<file path="config.mk">
export PLATFORM = sky130hd
export DESIGN_NAME = adc_avg_accum
export DESIGN_NICKNAME = d
export VERILOG_FILES = /design/src/rtl/adc_avg_pkg.sv /design/src/rtl/adc_steer.sv /design/src/rtl/adc_sec_sum.sv /design/src/rtl/adc_total.sv /design/src/rtl/adc_extrema.sv /design/src/rtl/adc_avg_accum.sv
export SDC_FILE = /design/constraint.sdc
export NUM_CORES = 1
export LEC_CHECK = 0
export BUFFER_PORTS_ARGS = -buffer_cell sky130_fd_sc_hd__buf_2
export CORE_ASPECT_RATIO = 1.25
export CORE_MARGIN = 4
export CORE_UTILIZATION = 38
export CTS_BUF_LIST = sky130_fd_sc_hd__clkbuf_8 sky130_fd_sc_hd__clkbuf_16
export DETAILED_ROUTE_END_ITERATION = 16
export GPL_TIMING_DRIVEN = 0
export PLACE_DENSITY = 0.55
export SLEW_MARGIN = 20
export SYNTH_ARGS = -nofsm -noshare
export SYNTH_HDL_FRONTEND = slang
export SYNTH_SLANG_ARGS = --single-unit
export TNS_END_PERCENT = 5
</file>
<file path="constraint.sdc">
create_clock -name clk -period 5.5 [get_ports clk]
set_input_delay 0 -clock clk [delete_from_list [all_inputs] [get_ports clk]]
set_output_delay 0 -clock clk [all_outputs]
set_load 0.05 [all_outputs]
</file>
<file path="src/rtl/adc_avg_pkg.sv">
package adc_avg_pkg;
    typedef enum logic [1:0] {
        ST_OFF   = 2'd0,
        ST_ACCUM = 2'd1,
        ST_LATCH = 2'd2,
        ST_ADD   = 2'd3
    } acc_state_e;
endpackage

</file>
<file path="src/rtl/adc_steer.sv">
module adc_steer #(
    parameter int SMP_W = 8
) (
    input  logic             ofs,
    input  logic             take,
    input  logic [SMP_W-1:0] smp,
    output logic [SMP_W-1:0] mag_pos,
    output logic [SMP_W-1:0] mag_neg
);
    localparam logic [SMP_W-1:0] MID = {1'b1, {(SMP_W-1){1'b0}}};

    always_comb begin
        mag_pos = '0;
        mag_neg = '0;
        if (take) begin
            if (!ofs) begin
                mag_pos = smp;
            end else if (smp > MID) begin
                mag_pos = {1'b0, smp[SMP_W-2:0]};
            end else if (smp < MID) begin
                mag_neg = MID - smp;
            end
        end
    end
endmodule

</file>
<file path="src/rtl/adc_sec_sum.sv">
module adc_sec_sum #(
    parameter int SMP_W = 8,
    parameter int SUM_W = 20
) (
    input  logic             clk,
    input  logic             rst_n,
    input  logic             run,
    input  logic             restart,
    input  logic [SMP_W-1:0] add_val,
    output logic [SUM_W-1:0] sum_q
);
    logic [SUM_W:0]   wide;
    logic [SUM_W-1:0] ext_val;

    assign ext_val = {{(SUM_W-SMP_W){1'b0}}, add_val};
    assign wide    = {1'b0, sum_q} + {1'b0, ext_val};

    always_ff @(posedge clk or negedge rst_n) begin
        if (!rst_n) begin
            sum_q <= '0;
        end else if (!run) begin
            sum_q <= '0;
        end else if (restart) begin
            sum_q <= ext_val;
        end else if (wide[SUM_W]) begin
            sum_q <= '1;
        end else begin
            sum_q <= wide[SUM_W-1:0];
        end
    end

    // while summing, the sum never falls (it saturates rather than wraps)
    assert_sum_no_wrap_R5: assert property (@(posedge clk) disable iff (!rst_n)
        (run && !restart) |=> (sum_q >= $past(sum_q)));
endmodule

</file>
<file path="src/rtl/adc_total.sv">
module adc_total #(
    parameter int AVG_W = 14,
    parameter int TOT_W = 32
) (
    input  logic             clk,
    input  logic             rst_n,
    input  logic             wr_en,
    input  logic [TOT_W-1:0] wr_data,
    input  logic             add_en,
    input  logic [AVG_W-1:0] add_a,
    input  logic [AVG_W-1:0] add_b,
    output logic [TOT_W-1:0] tot_q
);
    logic [TOT_W-1:0] inc;

    assign inc = {{(TOT_W-AVG_W){1'b0}}, add_a} + {{(TOT_W-AVG_W){1'b0}}, add_b};

    always_ff @(posedge clk or negedge rst_n) begin
        if (!rst_n) begin
            tot_q <= '0;
        end else if (wr_en) begin
            tot_q <= wr_data;
        end else if (add_en) begin
            tot_q <= tot_q + inc;
        end
    end
endmodule

</file>
<file path="src/rtl/adc_extrema.sv">
module adc_extrema #(
    parameter int SMP_W = 8
) (
    input  logic             clk,
    input  logic             rst_n,
    input  logic             take,
    input  logic [SMP_W-1:0] smp,
    output logic [SMP_W-1:0] last_q,
    output logic [SMP_W-1:0] min_q,
    output logic [SMP_W-1:0] max_q
);
    always_ff @(posedge clk or negedge rst_n) begin
        if (!rst_n) begin
            last_q <= '0;
            min_q  <= '1;
            max_q  <= '0;
        end else if (take) begin
            last_q <= smp;
            if (smp < min_q) min_q <= smp;
            if (smp > max_q) max_q <= smp;
        end
    end

    // once any sample is seen the minimum never exceeds the maximum
    assert_extrema_order_R10: assert property (@(posedge clk) disable iff (!rst_n)
        (min_q <= max_q) || (min_q == '1 && max_q == '0));
endmodule

</file>
<file path="src/rtl/adc_avg_accum.sv">
module adc_avg_accum
    import adc_avg_pkg::*;
#(
    parameter int SMP_W     = 8,
    parameter int SUM_W     = 20,
    parameter int AVG_SHIFT = 6,
    parameter int TOT_W     = 32
) (
    input  logic                         clk,
    input  logic                         rst_n,
    input  logic                         cfg_en,
    input  logic                         cfg_ofs,
    input  logic                         cfg_grp,
    input  logic                         cfg_stp,
    input  logic                         smp_vld,
    input  logic [SMP_W-1:0]             smp_data,
    input  logic                         sec_tick,
    input  logic                         tot_wr_en,
    input  logic                         tot_wr_sel,
    input  logic [TOT_W-1:0]             tot_wr_data,
    output logic [SMP_W-1:0]             inst_smp,
    output logic [SUM_W-AVG_SHIFT-1:0]   avg_pos,
    output logic [SUM_W-AVG_SHIFT-1:0]   avg_neg,
    output logic [TOT_W-1:0]             tot_pos,
    output logic [TOT_W-1:0]             tot_neg,
    output logic [SMP_W-1:0]             smp_min,
    output logic [SMP_W-1:0]             smp_max
);
    localparam int AVG_W = SUM_W - AVG_SHIFT;
    localparam int NCH   = 2;

    acc_state_e state_q, state_d;
    logic       take, latch_go, add_go;
    logic [SMP_W-1:0] mag   [NCH];
    logic [SUM_W-1:0] sum_q [NCH];
    logic [AVG_W-1:0] avg_q [NCH];
    logic [TOT_W-1:0] tot_q [NCH];
    logic             wr_ch [NCH];
    logic             add_ch[NCH];
    logic [AVG_W-1:0] add_b [NCH];

    assign take = cfg_en && smp_vld;

    // state register
    always_ff @(posedge clk or negedge rst_n) begin
        if (!rst_n) state_q <= ST_OFF;
        else        state_q <= state_d;
    end

    // next state and control strobes
    always_comb begin
        state_d  = state_q;
        latch_go = 1'b0;
        add_go   = 1'b0;
        unique case (state_q)
            ST_OFF:   state_d = ST_ACCUM;
            ST_ACCUM: if (sec_tick) state_d = ST_LATCH;
            ST_LATCH: begin
                latch_go = 1'b1;
                state_d  = ST_ADD;
            end
            ST_ADD: begin
                add_go  = 1'b1;
                state_d = ST_ACCUM;
            end
        endcase
        if (!cfg_en) state_d = ST_OFF;
    end

    adc_steer #(.SMP_W(SMP_W)) u_steer (
        .ofs     (cfg_ofs),
        .take    (take),
        .smp     (smp_data),
        .mag_pos (mag[0]),
        .mag_neg (mag[1])
    );

    adc_extrema #(.SMP_W(SMP_W)) u_ext (
        .clk    (clk),
        .rst_n  (rst_n),
        .take   (take),
        .smp    (smp_data),
        .last_q (inst_smp),
        .min_q  (smp_min),
        .max_q  (smp_max)
    );

    assign add_ch[0] = add_go && !cfg_stp;
    assign add_ch[1] = add_go && !cfg_stp && !cfg_grp;
    assign add_b[0]  = cfg_grp ? avg_q[1] : '0;
    assign add_b[1]  = '0;
    assign wr_ch[0]  = tot_wr_en && !tot_wr_sel;
    assign wr_ch[1]  = tot_wr_en && tot_wr_sel;

    for (genvar c = 0; c < NCH; c++) begin : g_ch
        adc_sec_sum #(.SMP_W(SMP_W), .SUM_W(SUM_W)) u_sum (
            .clk     (clk),
            .rst_n   (rst_n),
            .run     (cfg_en),
            .restart (latch_go),
            .add_val (mag[c]),
            .sum_q   (sum_q[c])
        );

        always_ff @(posedge clk or negedge rst_n) begin
            if (!rst_n)        avg_q[c] <= '0;
            else if (latch_go) avg_q[c] <= sum_q[c][SUM_W-1:AVG_SHIFT];
        end

        adc_total #(.AVG_W(AVG_W), .TOT_W(TOT_W)) u_tot (
            .clk     (clk),
            .rst_n   (rst_n),
            .wr_en   (wr_ch[c]),
            .wr_data (tot_wr_data),
            .add_en  (add_ch[c]),
            .add_a   (avg_q[c]),
            .add_b   (add_b[c]),
            .tot_q   (tot_q[c])
        );
    end

    assign avg_pos = avg_q[0];
    assign avg_neg = avg_q[1];
    assign tot_pos = tot_q[0];
    assign tot_neg = tot_q[1];

    // offset clear never grows the negative sum
    assert_neg_quiet_R2: assert property (@(posedge clk) disable iff (!rst_n)
        (!cfg_ofs && state_q != ST_LATCH) |=> (sum_q[1] <= $past(sum_q[1])));

    // averages move only on the cycle after a tick was taken
    assert_avg_hold_R4: assert property (@(posedge clk) disable iff (!rst_n)
        (state_q != ST_LATCH) |=> (avg_pos == $past(avg_pos) && avg_neg == $past(avg_neg)));

    // grouping leaves the negative total alone unless the host writes it
    assert_grp_neg_hold_R7: assert property (@(posedge clk) disable iff (!rst_n)
        (cfg_grp && !(tot_wr_en && tot_wr_sel)) |=> $stable(tot_neg));

    // stop freezes both totals apart from host writes
    assert_stop_freeze_R8: assert property (@(posedge clk) disable iff (!rst_n)
        (cfg_stp && !tot_wr_en) |=> ($stable(tot_pos) && $stable(tot_neg)));

    // disabling clears both sums
    assert_off_clear_R11: assert property (@(posedge clk) disable iff (!rst_n)
        (!cfg_en) |=> (sum_q[0] == '0 && sum_q[1] == '0));

    // a latch is always followed by the adding step (or shutdown), never another latch
    assert_tick_ignored_R12: assert property (@(posedge clk) disable iff (!rst_n)
        (state_q == ST_LATCH) |=> (state_q == ST_ADD || state_q == ST_OFF));
endmodule

</file>
# After elaboration in Yosys (flattened, before gate mapping)
# Cells that the tools add are included.
# totals
input_bits,50
reg_bits,158
output_inout_bits,116
elab_cells,61
# op_classes
n_mux,23
magnitude_cmp,4
eq_ne,4
addsub,6
reduce_logical,14
# ops
op,n
$mux W32,4
$mux W20,6
$mux W8,6
$add A20 B8 Y21,2
$add A32 B14 Y32,1
$add A32 B32 Y32,1
$add A14 B14 Y15,1
$mux W14,1
$gt A8 B8 Y1,1
$gt A8 B8 Y1 const B,1
$lt A8 B8 Y1,1
$lt A8 B8 Y1 const B,1
$sub A8 B8 Y8 const A,1
$mux W7,1
$pmux W2 S3,1
$logic_and A1 B1 Y1,5
$eq A2 B2 Y1 const B,2
$mux W2,2
$reduce_and A2 Y1,2
$reduce_bool A2 Y1,2
$logic_not A1 Y1,3
$ne A3 B3 Y1 const B,1
$eq A2 B1 Y1 const B,1
$logic_not A2 Y1,1
other kinds (2),3

# Longest topological paths before layout
# logic_depth
word_depth,9
ltp_mapped,20
ltp_nobuf,19

# Modules after synthesis
# A second synthesis with hierarchy kept.
# unflattened
cells_unflattened,1148
hier_area_um2,11457.2
# by_module_without_submodules
module,seq_area_each_um2,cells_per_inst,n_inst,area_each_um2
adc_sec_sum,500.5,156,2,1511.4
adc_total at g_ch[1].u_tot,800.8,309,1,2761.4
adc_total at g_ch[0].u_tot,800.8,294,1,2716.4
adc_avg_accum,750.7,94,1,1416.4
adc_extrema,610.6,100,1,1292.5
adc_steer,0.0,39,1,247.7

# Least setup slack after synthesis
# OpenSTA, ideal clock, no wires.
# synth_timing
path_kind,register to register
start,register avg_q (netlist bit avg_neg[1])
end,register g_ch[0].u_tot.tot_q[31]
stages_incl_launch_ff,19
period_less_slack_ns,4.167
setup_time_ns,0.083
t_required_ns,5.417
n_path_buf,0
arrival_ns,4.084
path_slack_ns,1.333
path_cell_list,dfrtp_1 > nand2_1 > inv_1 > ha_1 > a211o_1 > o211ai_1 > a21oi_1 > o41ai_1 > o21bai_1 > a21oi_1 > xnor2_1 > ha_1 > nand3_1 > nor3b_1 > o31ai_1 > a211oi_1 > o2111ai_1 > xor2_1 > o21ai_0
# synth_via
elab_chain_len,5
# synth_lines
item,line_no,text
start: declaration,adc_avg_accum.sv:36,logic [AVG_W-1:0] avg_q [NCH];
start signal: indexed assignment,adc_avg_accum.sv:107,else if (latch_go) avg_q[c] <= sum_q[c][SUM_W-1:AVG_SHIFT];
$mux W14,adc_avg_accum.sv:90,assign add_b[0] = cfg_grp ? avg_q[1] : '0;
$add A14 B14 Y15,adc_total.sv:16,"assign inc = {{(TOT_W-AVG_W){1'b0}}, add_a} + {{(TOT_W-AVG_W){1'b0}}, add_b};"
$add A32 B32 Y32,adc_total.sv:24,tot_q <= tot_q + inc;
$mux W32,adc_total.sv:23,end else if (add_en) begin
$mux W32,adc_total.sv:21,end else if (wr_en) begin
end signal: assignment,adc_total.sv:22,tot_q <= wr_data;
end signal: assignment,adc_total.sv:24,
end: declaration,adc_total.sv:12,output logic [TOT_W-1:0] tot_q
# Every way passes these cells. The select of a mux whose other input is x is not followed.
# A chain may end at the register's enable or synchronous reset.

# Worst setup path after layout
# Ends and elaborated chain as after synthesis.

==> reports/metrics.csv <==
metric;value;unit
Place WS;0.582;ns
fin area;12700;µm²
fraction of layout cells with a size suffix above 1;18.7;%
initial antenna violation count;0;
largest net degree at the start of global routing;97;
Wirelength per Cell;18.9;µm
TritonCTS clock tree;yes;
top-count cell post-synth;dfrtp_1;
Die Ht;193;µm
synthesized area;10400;µm²
Synthesis Warnings;0;
Post-synth EDFFs;0;
most common flop cell mapped by yosys;dfrtp_1;
fin. max-slew vios;0;
grt total ovfl;0;
Crit. Startpoint;avg_neg[1];
Detailed Route Iter0 Violations;446;
PnR worst setup slack;0.641;ns
CTS buffer count;17;
# rows;67;
IO Count;166;
WP data required;5.85;ns
global-route wire length before repair;50.4;mm
DR vias;9273;
top cell type's share of synthesized area;36.1;%
peak supply drop;0.307;mV
final period utilization;88.3;%
Nets;1502;
GRT Util Overall;21.5;%
RSZ-0062 raised after global routing;no;
worst slew pin tran;0.861;ns
Max Cap Viol;0;
Async S/R FF share, synth;100;%
Avg Cell Area, Syn;9.13;µm²
crit-path max cell delay;0.77;ns
Routed Antenna Nets;0;
TritonRoute pass-1 iters;6;
H-tree levels;4;
Ant. Diodes;0;
slowest stage cell, crit path;a211oi_1;
synthesis-to-finish area growth;22.0;%
Critical Path End Type;flop;
min-delay src;tot_wr_en;
Core Footprint;26900;µm²
Critical Path, Cell by Cell;nand2_1 > inv_1 > ha_1 > a211o_1 > o211ai_1 > a21oi_1 > o41ai_1 > o21bai_1 > a21oi_1 > xnor2_1 > ha_1 > nand3_1 > nor3b_1 > o31ai_1 > a211oi_1 > o2111ai_1 > xor2_1 > o21ai_0;
post-synthesis cell type count;64;
die width;156;µm
GPL Wtd Cong;0.914;
CTS clk-pin slew, worst paths;0.07;ns
clk_lat worst skew;0.43;ns
Clock Skew;0.0163;ns
FMAX;206;MHz
HPWL Detailed;25.2;mm
sequential cell area fraction in the yosys report;38.1;%
pwr dens;342;nW/µm²
register bit total from synthesis;158;
CP max FO;5;
Starting Density;38.7;%
top post-synthesis cells by area;dfrtp_1 36%, ha_1 9.7%, mux2_2 4.7%;
clk sinks;158;
worst r2r src;avg_neg[1];
Pleak;6.13;nW
outcome;completed;
DRC Markers;0;
Synth Net Count;1275;
Post-synth top cells;150 x dfrtp_1, 128 x nand2_1, 81 x ha_1, 81 x nor2_1, 81 x o21ai_0;
WP data arrival;5.21;ns
Post-Route WL;32.5;mm
Max Root-Sink Buffers;2;
DIE AREA;30100;µm²
Port Buf Inserts;165;
area leader, netlist;dfrtp_1;
Final Hold Vio Count;0;
Synth Instances;1139;
Max-slew headroom;42.3;%
Tmin final;4.86;ns
vias in the first global route;9276;
startpoint class of the critical path;flop;
final setup fails;0;
clk root buf;clkbuf_16;
WS Path Type;reg -> reg;
Post-Route Setup TNS;0;ns
Post-DP Area;11700;µm²
HP Class;in -> reg;
post-DR vias/cell;5.39;
==> layer usage <==
layer / vias to the layer above / global-route usage, % / wire (µm) / share of wire [%]
met5: - / 0 / 0 / 0
met4: 0 / 10.3 / 1470 / 4.5
met3: 68 / 3.22 / 1440 / 4.4
met2: 257 / 38.6 / 16400 / 50
met1: 4425 / 25.1 / 13200 / 41
li1: 4523 / - / - / -
==> critical path: cells and delay by family, from the launching register on <==
kind	cells	cell delay [ns]
simple gates	3	0.57
compound gates	10	2.82
xor+xnor	2	0.27
flops	1	0.42
buf+inv	1	0.06
fa+ha+maj	2	0.63
==> stage by stage <==
stage | instances | hold WS [ns] | power (mW) | util (%)
finish | 1722 | 0.0827 | 4.34 | 47.2
CTS | 1722 | 0.0630 | 4.38 | 47.2
detailed placement | 1650 | -0.00634 | 3.17 | 43.5
global placement | 1649 | 0.235 | 3.15 | 43.3
floorplan | 1139 | -0.296 | 2.72 | -
global route | 1722 | 0.113 | 4.59 | 47.2
==> timing repair <==
item | CTS | global route
hold endpoints to repair | 148 | 0
hold buffers | 42 | 0
buffers inserted | 0 | 0
gates resized for setup | 0 | 0
==> final timing paths <==
path	end	slack [ns]	cells past startpoint
max in group asynchronous	u_ext.min_q[7]	4.53	3
max reg2reg	g_ch[0].u_tot.tot_q[31]	0.64	18
min	g_ch[1].u_tot.tot_q[0]	0.08	4
min reg2reg	u_ext.last_q[1]	0.49	2
max	g_ch[0].u_tot.tot_q[31]	0.64	18
min in group asynchronous	g_ch[0].u_tot.tot_q[2]	0.11	2
==> layout by cell type (no fill, tap or decap), types with 22 or more instances in the layout <==
cell type | synthesis | layout
inv_1 | 49 | 50
ha_1 | 81 | 81
nand4_1 | 22 | 22
xor2_1 | 54 | 54
o21ai_0 | 81 | 81
xnor2_1 | 24 | 24
mux2_2 | 43 | 43
and2_1 | 28 | 28
a21oi_1 | 73 | 73
nand2_1 | 128 | 128
clkbuf_1 | 35 | 35
dlygate4sd3_1 | 0 | 42
buf_2 | 0 | 164
nand3_1 | 37 | 37
dfrtp_1 | 150 | 150
nor2_1 | 81 | 81
==> sequential cells by signal (all words and copies together), names as in the netlist <==
signal            flops
state_q               2
avg_pos              14
avg_neg              14
u_ext.last_q          8
g_ch.u_tot.tot_q     64
u_ext.max_q           8
u_ext.min_q           8
g_ch.u_sum.sum_q     40
==> report_power, final <==
group | internal, mW | leakage, nW | switching [mW]
Sequential | 1.37 | 2.00 | 0.170
Combinational | 0.511 | 3.86 | 1.12
Clock | 0.685 | 0.278 | 0.493
Total | 2.56 | 6.13 | 1.78
==> logic make-up (layout without fill, tap and decap cells) <==
family | Yosys count | in the layout | synth area share, %
and+or+nand+nor | 386 | 386 | 17.9
AOI/OAI and AO/OA | 288 | 288 | 17.6
DFF | 158 | 158 | 38.1
buffers and inverters | 87 | 325 | 3.21
adders and majority gates | 86 | 86 | 10.7
xor gates and xnor gates | 78 | 78 | 6.57
muxes | 56 | 56 | 5.91
==> layout make-up <==
cell class / instances / area (µm²)
Fill cell: 2592 / 14200
Multi-Input combinational cell: 894 / 6100
Sequential cell: 158 / 3960
Timing Repair Buffer: 208 / 1280
Clock buffer: 19 / 453
Tap cell: 345 / 432
Inverter: 49 / 184
Buffer: 38 / 150
Clock inverter: 11 / 119
No activity file was read; power rests on OpenSTA's default activity.
